### src/rtl/can_frame_tx.sv
module can_frame_tx #(
  parameter int          IDLE_BITS = 11,
  parameter int          STUFF_RUN = 5,
  parameter int          EOF_LEN   = 7,
  parameter logic [14:0] CRC_POLY  = 15'h4599
) (
  input  logic        clk,
  input  logic        rst_n,
  input  logic        start,
  input  logic        ext_fmt,
  input  logic        remote,
  input  logic [28:0] ident,
  input  logic [3:0]  dlc,
  input  logic [63:0] payload,
  input  logic        bit_tick,
  input  logic        rx_bit,
  output logic        tx_bit,
  output logic        done,
  output logic        arb_lost,
  output logic        bit_err,
  output logic        ack_err
);
  localparam int HDR_S    = 19;
  localparam int HDR_E    = 39;
  localparam int SRC_W    = HDR_E + 64 + 1;
  localparam int LW       = $clog2(SRC_W + 1);
  localparam int IW       = $clog2(IDLE_BITS);
  localparam int RW       = $clog2(STUFF_RUN + 1);
  localparam int TAIL_LEN = 3 + EOF_LEN;
  localparam int TW       = $clog2(TAIL_LEN);

  typedef enum logic [1:0] {S_OFF, S_WAIT, S_BODY, S_TAIL} st_t;
  st_t st;

  logic [SRC_W-1:0] sh;
  logic [LW-1:0]    left, pos;
  logic [14:0]      crc;
  logic             in_crc, ext_q, run_val, cur_arb, cur_ack;
  logic [RW-1:0]    run_cnt;
  logic [IW-1:0]    idle_cnt;
  logic [TW-1:0]    tail_cnt;

  wire [3:0]    nbytes  = remote ? 4'd0 : (dlc > 4'd8 ? 4'd8 : dlc);
  wire [HDR_S-1:0] hdr_s = {1'b0, ident[10:0], remote, 2'b00, dlc};
  wire [HDR_E-1:0] hdr_e = {1'b0, ident[28:18], 2'b11, ident[17:0], remote, 2'b00, dlc};
  wire          src_bit  = sh[SRC_W-1];
  wire          crc_fb   = src_bit ^ crc[14];
  wire [14:0]   crc_upd  = {crc[13:0], 1'b0} ^ (crc_fb ? CRC_POLY : 15'd0);
  wire          need_stf = (run_cnt == RW'(STUFF_RUN));
  wire [LW-1:0] arb_hi   = ext_q ? LW'(32) : LW'(12);

  always_ff @(posedge clk or negedge rst_n) begin
    if (!rst_n) begin
      st <= S_OFF; sh <= '0; left <= '0; pos <= '0; crc <= '0;
      in_crc <= 1'b0; ext_q <= 1'b0; run_val <= 1'b0; run_cnt <= '0;
      cur_arb <= 1'b0; cur_ack <= 1'b0; idle_cnt <= '0; tail_cnt <= '0;
      tx_bit <= 1'b1; done <= 1'b0; arb_lost <= 1'b0; bit_err <= 1'b0; ack_err <= 1'b0;
    end else begin
      case (st)
        S_OFF: if (start) begin
          sh       <= ext_fmt ? {hdr_e, payload, 1'b0} : {hdr_s, payload, 21'b0};
          left     <= (ext_fmt ? LW'(HDR_E) : LW'(HDR_S)) + LW'({nbytes, 3'b000});
          ext_q    <= ext_fmt;
          crc      <= '0;
          in_crc   <= 1'b0;
          idle_cnt <= '0;
          done <= 1'b0; arb_lost <= 1'b0; bit_err <= 1'b0; ack_err <= 1'b0;
          st       <= S_WAIT;
        end
        S_WAIT: if (bit_tick) begin
          if (!rx_bit) idle_cnt <= '0;
          else if (idle_cnt == IW'(IDLE_BITS - 1)) begin
            tx_bit  <= src_bit;
            sh      <= sh << 1;
            left    <= left - 1'b1;
            crc     <= crc_upd;
            pos     <= LW'(1);
            run_val <= src_bit;
            run_cnt <= RW'(1);
            cur_arb <= 1'b0;
            cur_ack <= 1'b0;
            st      <= S_BODY;
          end else idle_cnt <= idle_cnt + 1'b1;
        end
        default: if (bit_tick) begin
          if (cur_ack && rx_bit) begin
            ack_err <= 1'b1; tx_bit <= 1'b1; cur_ack <= 1'b0; st <= S_OFF;
          end else if (!cur_ack && tx_bit && !rx_bit && cur_arb) begin
            arb_lost <= 1'b1; tx_bit <= 1'b1; st <= S_OFF;
          end else if (!cur_ack && (tx_bit != rx_bit)) begin
            bit_err <= 1'b1; tx_bit <= 1'b1; st <= S_OFF;
          end else if (st == S_TAIL) begin
            cur_ack <= (tail_cnt == '0);
            if (tail_cnt == TW'(TAIL_LEN - 1)) begin
              done <= 1'b1; st <= S_OFF;
            end else tail_cnt <= tail_cnt + 1'b1;
          end else if (need_stf) begin
            tx_bit  <= ~run_val;
            run_val <= ~run_val;
            run_cnt <= RW'(1);
            cur_arb <= 1'b0;
          end else if (left != '0) begin
            tx_bit  <= src_bit;
            sh      <= sh << 1;
            left    <= left - 1'b1;
            run_val <= src_bit;
            run_cnt <= (src_bit == run_val) ? run_cnt + 1'b1 : RW'(1);
            if (!in_crc) begin
              crc     <= crc_upd;
              pos     <= pos + 1'b1;
              cur_arb <= (pos != '0) && (pos <= arb_hi);
              if (left == LW'(1)) begin
                sh[SRC_W-1 -: 15] <= crc_upd;
                left              <= LW'(15);
                in_crc            <= 1'b1;
              end
            end else cur_arb <= 1'b0;
          end else begin
            tx_bit   <= 1'b1;
            tail_cnt <= '0;
            cur_ack  <= 1'b0;
            cur_arb  <= 1'b0;
            st       <= S_TAIL;
          end
        end
      endcase
    end
  end

  a_r12_tx_only_on_tick: assert property (@(posedge clk) disable iff (!rst_n)
    !bit_tick |=> $stable(tx_bit));
  a_r11_idle_recessive: assert property (@(posedge clk) disable iff (!rst_n)
    (st == S_OFF || st == S_WAIT) |-> tx_bit);
  a_r11_one_outcome: assert property (@(posedge clk) disable iff (!rst_n)
    $countones({done, arb_lost, bit_err, ack_err}) <= 1);
  a_r8_released_after_loss: assert property (@(posedge clk) disable iff (!rst_n)
    arb_lost |-> tx_bit);
  a_r5_run_bounded: assert property (@(posedge clk) disable iff (!rst_n)
    run_cnt <= RW'(STUFF_RUN));
  a_r1_sof_dominant: assert property (@(posedge clk) disable iff (!rst_n)
    (st == S_BODY && $past(st) == S_WAIT) |-> !tx_bit);
  a_r10_ack_in_slot: assert property (@(posedge clk) disable iff (!rst_n)
    $rose(ack_err) |-> $past(cur_ack));
endmodule

### config.mk
export PLATFORM = sky130hd
export DESIGN_NAME = can_frame_tx
export DESIGN_NICKNAME = d
export VERILOG_FILES = /design/src/rtl/can_frame_tx.sv
export SDC_FILE = /design/constraint.sdc
export NUM_CORES = 1
export LEC_CHECK = 0
export CAP_MARGIN = 20
export CELL_PAD_IN_SITES_DETAIL_PLACEMENT = 1
export CELL_PAD_IN_SITES_GLOBAL_PLACEMENT = 1
export CORE_ASPECT_RATIO = 0.6
export CORE_MARGIN = 2
export CORE_UTILIZATION = 29
export DETAILED_ROUTE_END_ITERATION = 8
export DONT_BUFFER_PORTS = 1
export HOLD_SLACK_MARGIN = 0.15
export PLACE_DENSITY_LB_ADDON = 0.1
export RECOVER_POWER = 25
export SYNTH_ARGS = -nofsm -noshare
export SYNTH_HDL_FRONTEND = slang
export SYNTH_SLANG_ARGS = --single-unit
### constraint.sdc
create_clock -name clk -period 3.7 [get_ports clk]
set_input_delay 0.185 -clock clk [delete_from_list [all_inputs] [get_ports clk]]
set_output_delay 0.185 -clock clk [all_outputs]
set_load 0.005 [all_outputs]
After elaboration in Yosys (flattened, before gate mapping)
Cells that the tools add are included.
Word-level totals
  register bits after elaboration: 156
  bits in latches: 0
  bits in writable memories: 0
  bits in read-only memories: 0
  input port bits: 104
  output and inout port bits: 5
  word-level logic and storage cells: 278
  memories kept: 0
Cells by class
  add/subtract/negate cells: 6
  $mul: 0
  div/mod/pow operators: 0
  order comparisons: 2
  equality and inequality tests: 41
  shifts and indexed selects: 0
  multiplexer cells: 162
  bitwise operators: 9
  reduce and logical (&&, ||, !) cells: 40
Operators by type and width (number)
  104-bit two-way mux: 11
  15-bit two-way mux: 15
  104-bit case mux with 2 select lines: 1
  7-bit two-way mux: 24
  103-bit two-way mux: 1
  1-bit two-way mux: 60
  4-bit two-way mux: 10
  8-bit AND reduction: 5
  3-bit two-way mux: 11
  15-bit case mux with 2 select lines: 1
  7-bit case mux with 2 select lines: 2
  2-bit two-way mux: 12
  2-bit by 1-bit inequality test with 1-bit output, second input constant: 12
  11-bit AND reduction: 2
  3-bit by 1-bit inequality test with 1-bit output, second input constant: 6
  1-bit case mux with 2 select lines: 9
  9-bit AND reduction: 2
  2-bit nonzero test: 9
  15-bit bitwise XOR: 1
  7-bit nonzero test: 2
  6-bit two-way mux: 2
  2-bit inequality test, second input constant: 6
  12-bit AND reduction: 1
  5-bit AND reduction: 2
  36 further kinds: 53

Depth between registers and ports, before layout
Gate-level depths: netlist of run 1.
  word-level depth: 13
  depth in mapped cells: 12
  depth with buffers taken out: 7

Worst setup path after synthesis of run 1
Ideal clock, no wire load.
  kind: register to register
  from: register st[1]
  to: register crc[0]
  library setup time: 0.127 ns
  arrival time: 2.727 ns
  setup slack: 0.845 ns
  cell stages (with the launch flop): 11
  buffers on the path: 3
  clock period less this slack: 2.855 ns
  path through: dfrtp_1 -> clkbuf_1 -> inv_1 -> ha_1 -> nand2b_1 -> clkbuf_1 -> a221o_1 -> a2111oi_4 -> a21boi_4 -> buf_6 -> mux2_1
Between the ends
  word-level cells in the longest chain between the ends: 3
Ends and longest elaborated chain
  start: declaration: RTL line 33  | st_t st;
  start signal: assignment: RTL line 54  | st <= S_OFF; sh <= '0; left <= '0; pos <= '0; crc <= '0;
  start signal: assignment: RTL line 68  | st <= S_WAIT;
  start signal: assignment: RTL line 82  | st <= S_BODY;
  2-bit by 1-bit == test with 1-bit output, or another cell as far along: RTL line 59  | case (st)
  3-bit by 1-bit inequality test with 1-bit output (no source line), or another cell as far along
  12-bit AND reduction (no source line)
  end signal: assignment: RTL line 76  | crc <= crc_upd;
  end signal: assignment: RTL line 109  | crc <= crc_upd;
  end: declaration: RTL line 37  | logic [14:0] crc;
Several ways; a longest one is shown, not always the timed one.
A chain may end at the register's enable or synchronous reset.

Final worst setup path of run 1
  from: register st[0]
  to: register sh[70]
Between the ends
  word-level cells in the longest chain between the ends: 3
Ends and longest elaborated chain
  2-bit == test, or another cell as far along: RTL line 92  | end else if (st == S_TAIL) begin
  3-bit by 1-bit inequality test with 1-bit output (no source line), or another cell as far along
  11-bit AND reduction (no source line)
  end signal: assignment: RTL line 74  | sh <= sh << 1;
  end signal: assignment: RTL line 104  | sh <= sh << 1;
  end signal: indexed assignment: RTL line 113  | sh[SRC_W-1 -: 15] <= crc_upd;
  end: declaration: RTL line 35  | logic [SRC_W-1:0] sh;
Several ways; a longest one is shown, not always the timed one.

==> reports/qor.yml, run 1 <==
status: "complete, but fails checks"
violations: "negative hold slack"
clk_latency_ns: 0.45
clockBufferDepth: 2
synth-edff-count: 0
dieWidth_um: 230
skew_ns: 0.0107
rsz0062_at_grt: "false"
io_buffers: 0
syn_nets: 1057
rrSetupSlack_ns: 0.44
final_util_pct: 36.5
cp-start-kind: "flop"
dieArea_um2: 32100
rr_endpoint: "sh[70]"
layout.nets: 1132
drt_iter0_markers: 678
grt_max_degree: 156
dpl.hpwl_mm: 21.1
antenna_left: 0
synth_cells: 932
maxSlewHeadroom_pct: 39.5
grt_pass1_vias: 7588
post-place-ws_ns: 0.613
postCtsHoldBufs: 108
p_leak_nw: 4.41
cts_inserted_buffers: 17
max_cap_violations: 0
wl_per_cell_um: 22.6
grtUsageTotal_pct: 20.8
fp-row-count: 49
gp_congestion: 0.759
wirelength_mm: 32.4
hold_class: "input pin to async pin"
cp.arrival_ns: 3.64
avgSynthCellArea_um2: 9.52
tightestPinTransition_ns: 0.905
period_needed_ns: 3.26
ys_seq_area_share_pct: 43.7
rr_worst_depth: 7
fmax_ghz: 0.306
synth_cell_types: 59
cts_root_buffer: "clkbuf_16"
crit_start: "st[0]"
core_area_um2: 30000
p_total_mw: 9.60
grt_overflow: 0
htree_levels: 4
slew_violations: 0
post_cts_resized: 0
crit_fanout: 56
powerDensity_nw_per_um2: 876
setup_viol: 0
drive_above_1_share_pct: 14.9
path_clk_slew_ns: 0.07
via_per_inst: 5.35
synth_seq_cells: 155
tritoncts: "built"
ys.flop_type: "dfrtp_1"
synthesis.area_um2: 8870
critical_path_required_ns: 4.08
hold_ws_ns: -0.555
die_h_um: 139
cts_sinks: 155
drc: 0
area_growth_pct: 23.5
setup_ws_ns: 0.436
worstSetupPathType: "flop to flop"
timing.rr.start: "st[0]"
yosys_warnings: 0
ios: 109
crit_path_end_kind: "flop"
min_period_over_period_pct: 88.2
cts_setup_buffers: 0
antenna_found_initial: 3
first_pass_iters: 5
crit_path_end: "sh[70]"
finalHoldViolCount: 155
setup_tns_ns: 0
synth-async-reset-ratio_pct: 100
grt_pass1_wl_mm: 50.3
initial_core_util_pct: 29.5
dr_total_vias: 7651
peakVddDrop_mv: 0.380
state kept, by name, indices dropped and copies added, names as in the netlist, 2 cells and up:
name / cells
crc: 15
idle_cnt: 4
left: 7
pos: 7
run_cnt: 3
sh: 103
st: 2
tail_cnt: 4
metal layers:
metal	up-vias	global-route usage, %	part of all wire [%]
met2	183	25.8	39
met4	2	4.48	0.75
met3	19	4.73	5.8
met5	-	0	0.025
li1	3562	-	-
met1	3885	34.7	55
worst min-delay path by stage:
stage                     startpoint      end  slack (ns)  depth (start not counted)
final                          rst_n   pos[5]       -0.55                          0
after CTS                      rst_n   pos[2]       -0.58                          0
after detailed placement       rst_n   pos[3]       -0.10                          0
after global routing           rst_n   pos[6]       -0.59                          0
after floorplan                rst_n  ack_err       -0.11                          0
after global placement         rst_n   pos[5]       -0.10                          0
kinds of logic after synthesis:
logic type,share of synthesized area [%]
compound gates,22.5
xor+xnor,1.18
fa+ha+maj,3.05
buf+inv,4.53
flops,43.7
mux,12.6
simple gates,12.4
where the power goes:
group / internal, mW / switching (mW) / total, mW / leakage [nW]
Sequential: 2.49 / 0.587 / 3.07 / 1.74
Clock: 0.953 / 0.852 / 1.80 / 0.284
Combinational: 1.92 / 2.80 / 4.72 / 2.39
Total: 5.36 / 4.23 / 9.60 / 4.41
critical path: stages, from the launching register on:
cell	delay, ns
dfrtp_1	0.60
ha_1	0.45
nand2b_4	0.21
buf_4	0.37
buf_4	0.62
a22oi_1	0.19
dlygate4sd3_1	0.59
a21oi_1	0.13
placed cells by master, fill, tap and decap left out, types with 4 or more instances in the layout:
| master | n |
|---|---|
| dfrtp_1 | 154 |
| nor2_1 | 128 |
| a21oi_1 | 110 |
| dlygate4sd3_1 | 107 |
| a22oi_1 | 98 |
| mux2_2 | 87 |
| nand2_1 | 40 |
| inv_1 | 25 |
| a31oi_1 | 23 |
| o21ai_0 | 21 |
| buf_4 | 20 |
| ha_1 | 19 |
| clkbuf_16 | 17 |
| nor3_1 | 12 |
| nor2b_1 | 11 |
| a22o_1 | 10 |
| and2_1 | 8 |
| nand2b_1 | 7 |
| nor4_1 | 7 |
| nand3_1 | 7 |
| mux2i_1 | 7 |
| inv_6 | 7 |
| xor2_1 | 6 |
| xnor2_1 | 6 |
| mux2_1 | 6 |
| nand4_1 | 5 |
| a211oi_1 | 4 |
| a21o_1 | 4 |
| o221ai_1 | 4 |
area by class of cell:
| cell class | count | area [um^2] |
|---|---|---|
| clock buffer | 17 | 425 |
| tap | 408 | 510 |
| fill | 3426 | 19100 |
| multi-input combinational | 678 | 4610 |
| clock inverter | 15 | 153 |
| sequential | 155 | 3880 |
| antenna | 2 | 5.00 |
| inverter | 25 | 93.8 |
| timing repair buffer | 130 | 1280 |
synthesized netlist by cell type, types with 11 or more instances:
cell type  instances  share of area (%)
buf_2             15               0.85
mux2_2            87                 11
ha_1              20                2.8
a31oi_1           23                1.6
nor2b_1           11               0.78
dfrtp_1          154                 43
clkbuf_1          52                2.2
nor3_1            12               0.68
o21ai_0           21                1.2
inv_1             25                1.1
nand2_1           40                1.7
a21oi_1          110                6.2
a22oi_1           98                8.3
nor2_1           128                5.4
through the flow:
stage / cell area [um^2] / instances
after floorplan: 8870 / 932
after global placement: 9290 / 1288
after detailed placement: 9290 / 1288
after CTS: 11000 / 1428
after global routing: 11000 / 1428
final: 11000 / 1430
No activity file was read; power rests on OpenSTA's default activity.
==> run 2: changes to the inputs <==
CORE_UTILIZATION = 35   (was 29)
REMOVE_ABC_BUFFERS = 1   (was not set)
==> run 2 against run 1 <==
The flow still finishes with violations (negative hold slack). Power decreased by 0.18%. Register-to-register slack got worse by 0.02 ns. Clock power increased by 3%. Maximum frequency decreased by 0.71%. Largest cell class unchanged.
==> reports/qor.yml, run 2 (same netlist as run 1, synthesis figures left out) <==
fp-row-count: 45
finalHoldViolCount: 155
dieWidth_um: 210
initial_core_util_pct: 35.3
setup_tns_ns: 0
critPathMaxStageDelay_ns: 0.57
skew_ns: 0.0153
core_area_um2: 25100
tightestPinTransition_ns: 1.06
timing.rr.start: "st[1]"
wl_per_cell_um: 21.1
min_period_over_period_pct: 88.8
grt_max_degree: 156
internal_power_mw: 5.47
crit_path_end_kind: "flop"
violations: "negative hold slack"
largest_reg_flops: 103
cp-start-kind: "flop"
path_clk_slew_ns: 0.07
placedInstanceArea_um2: 9140
post_cts_resized: 0
slew_violations: 0
rrSetupSlack_ns: 0.41
cts_sinks: 155
p_comb_share_pct: 48.4
via_per_inst: 5.66
slowest_stage: "dfrtp_1"
setup_viol: 0
p_clk_share_pct: 19.3
wirelength_mm: 28.4
reg_top3: "sh (103), crc (15)"
postCtsHoldBufs: 109
clockBufferDepth: 2
crit_fanout: 95
dr_total_vias: 7619
final_util_pct: 43.2
power.switching_mw: 4.11
ios: 109
layout.nets: 1127
dpl.hpwl_mm: 17.3
rr_endpoint: "sh[94]"
max_cap_violations: 0
cp.arrival_ns: 3.64
worstSetupPathType: "flop to flop"
tritoncts: "built"
worstPathCellList: "inv_1 -> ha_1 -> nand2b_4 -> a221o_1 -> a2111oi_4 -> buf_12 -> buf_4 -> nor2_1 -> a31oi_1"
io_buffers: 0
hold_class: "input pin to async pin"
peakVddDrop_mv: 0.465
regMostFlops: "sh"
drt_iter0_markers: 431
rr_worst_depth: 9
grtUsageTotal_pct: 21.8
post-place-ws_ns: 0.436
drc: 0
final_area_um2: 10900
grt_overflow: 0
grt_pass1_vias: 7869
gp_congestion: 0.810
period_needed_ns: 3.29
clk_latency_ns: 0.44
antenna_left: 0
antenna_found_initial: 1
area_growth_pct: 22.3
first_pass_iters: 5
rsz0062_at_grt: "false"
die_h_um: 127
cts_root_buffer: "clkbuf_16"
cts_setup_buffers: 0
setup_ws_ns: 0.413
netSwitchingFraction_pct: 42.9
hold_ws_ns: -0.558
p_leak_nw: 4.39
drive_above_1_share_pct: 13.8
grt_pass1_wl_mm: 45.4
final_cell_mix: "154 x dfrtp_1, 128 x nor2_1, 110 x a21oi_1"
status: "complete, but fails checks"
dieArea_um2: 26700
cts_inserted_buffers: 17
critical_path_required_ns: 4.05
layout.cells.most_common: "dfrtp_1"
p_seq_share_pct: 32.2
htree_levels: 4
maxSlewHeadroom_pct: 29.3
powerDensity_nw_per_um2: 883
fmax_ghz: 0.304
## run 2: changes by cell type in the layout (fill, tap and decap cells not counted), moves of 2 or more
cell,previous run,this run
inv_6,7,0
bufinv_16,1,3
clkbuf_8,0,3
clkbuf_1,0,6
buf_4,20,14
inv_8,2,0
clkinv_4,3,0
## run 2: routing by layer
layer	global-route usage, %	vias to the layer above	part of all wire [%]
met5	0	-	0
met4	5.97	0	1.5
met3	4.03	25	3.9
met2	31.6	137	43
met1	33.1	3908	52
li1	-	3549	-
## run 2: worst max-delay path, delay by kind of cell, from the launching register on
family,cells,cell delay [ns]
buffers and inverters,3,1.04
AOI/OAI and AO/OA,3,0.86
DFF,1,0.57
adders and majority gates,1,0.40
and+or+nand+nor,2,0.29
## run 2: cell type report
class	instances	area [um^2]
Clock inverter	6	110
Inverter	25	93.8
Antenna cell	1	2.50
Clock buffer	26	489
Multi-Input combinational cell	678	4610
Timing Repair Buffer	125	1250
Fill cell	2801	14300
Sequential cell	155	3880
Tap cell	329	412
## run 2: how the worst max path moves through the flow
| stage | start | to | slack (ns) | cells past startpoint |
|---|---|---|---|---|
| 2_1_floorplan | st[1] | crc[11] | -8.21 | 7 |
| 3_3_place_gp | st[1] | sh[98] | 0.61 | 9 |
| 3_5_place_dp | st[1] | sh[94] | 0.44 | 9 |
| 4_1_cts | st[1] | sh[94] | 0.41 | 9 |
| 5_1_grt | st[1] | sh[34] | 0.08 | 9 |
| 6_report | st[1] | sh[94] | 0.41 | 9 |
## run 2: per-stage QoR
| stage | cells | power (mW) |
|---|---|---|
| 3_3_place_gp | 1203 | 7.33 |
| 5_1_grt | 1344 | 10.4 |
| 3_5_place_dp | 1203 | 7.56 |
| 4_1_cts | 1344 | 9.59 |
| 2_1_floorplan | 858 | 6.15 |
| 6_report | 1345 | 9.58 |
## run 2: power by group through the flow
stage | Clock (mW) | Sequential (mW) | Combinational, mW
global placement | 0 | 3.07 | 4.26
floorplan | 0 | 2.91 | 3.24
global route | 1.97 | 3.20 | 5.19
finish | 1.85 | 3.09 | 4.64
detailed placement | 0 | 3.10 | 4.46
CTS | 1.88 | 3.08 | 4.63
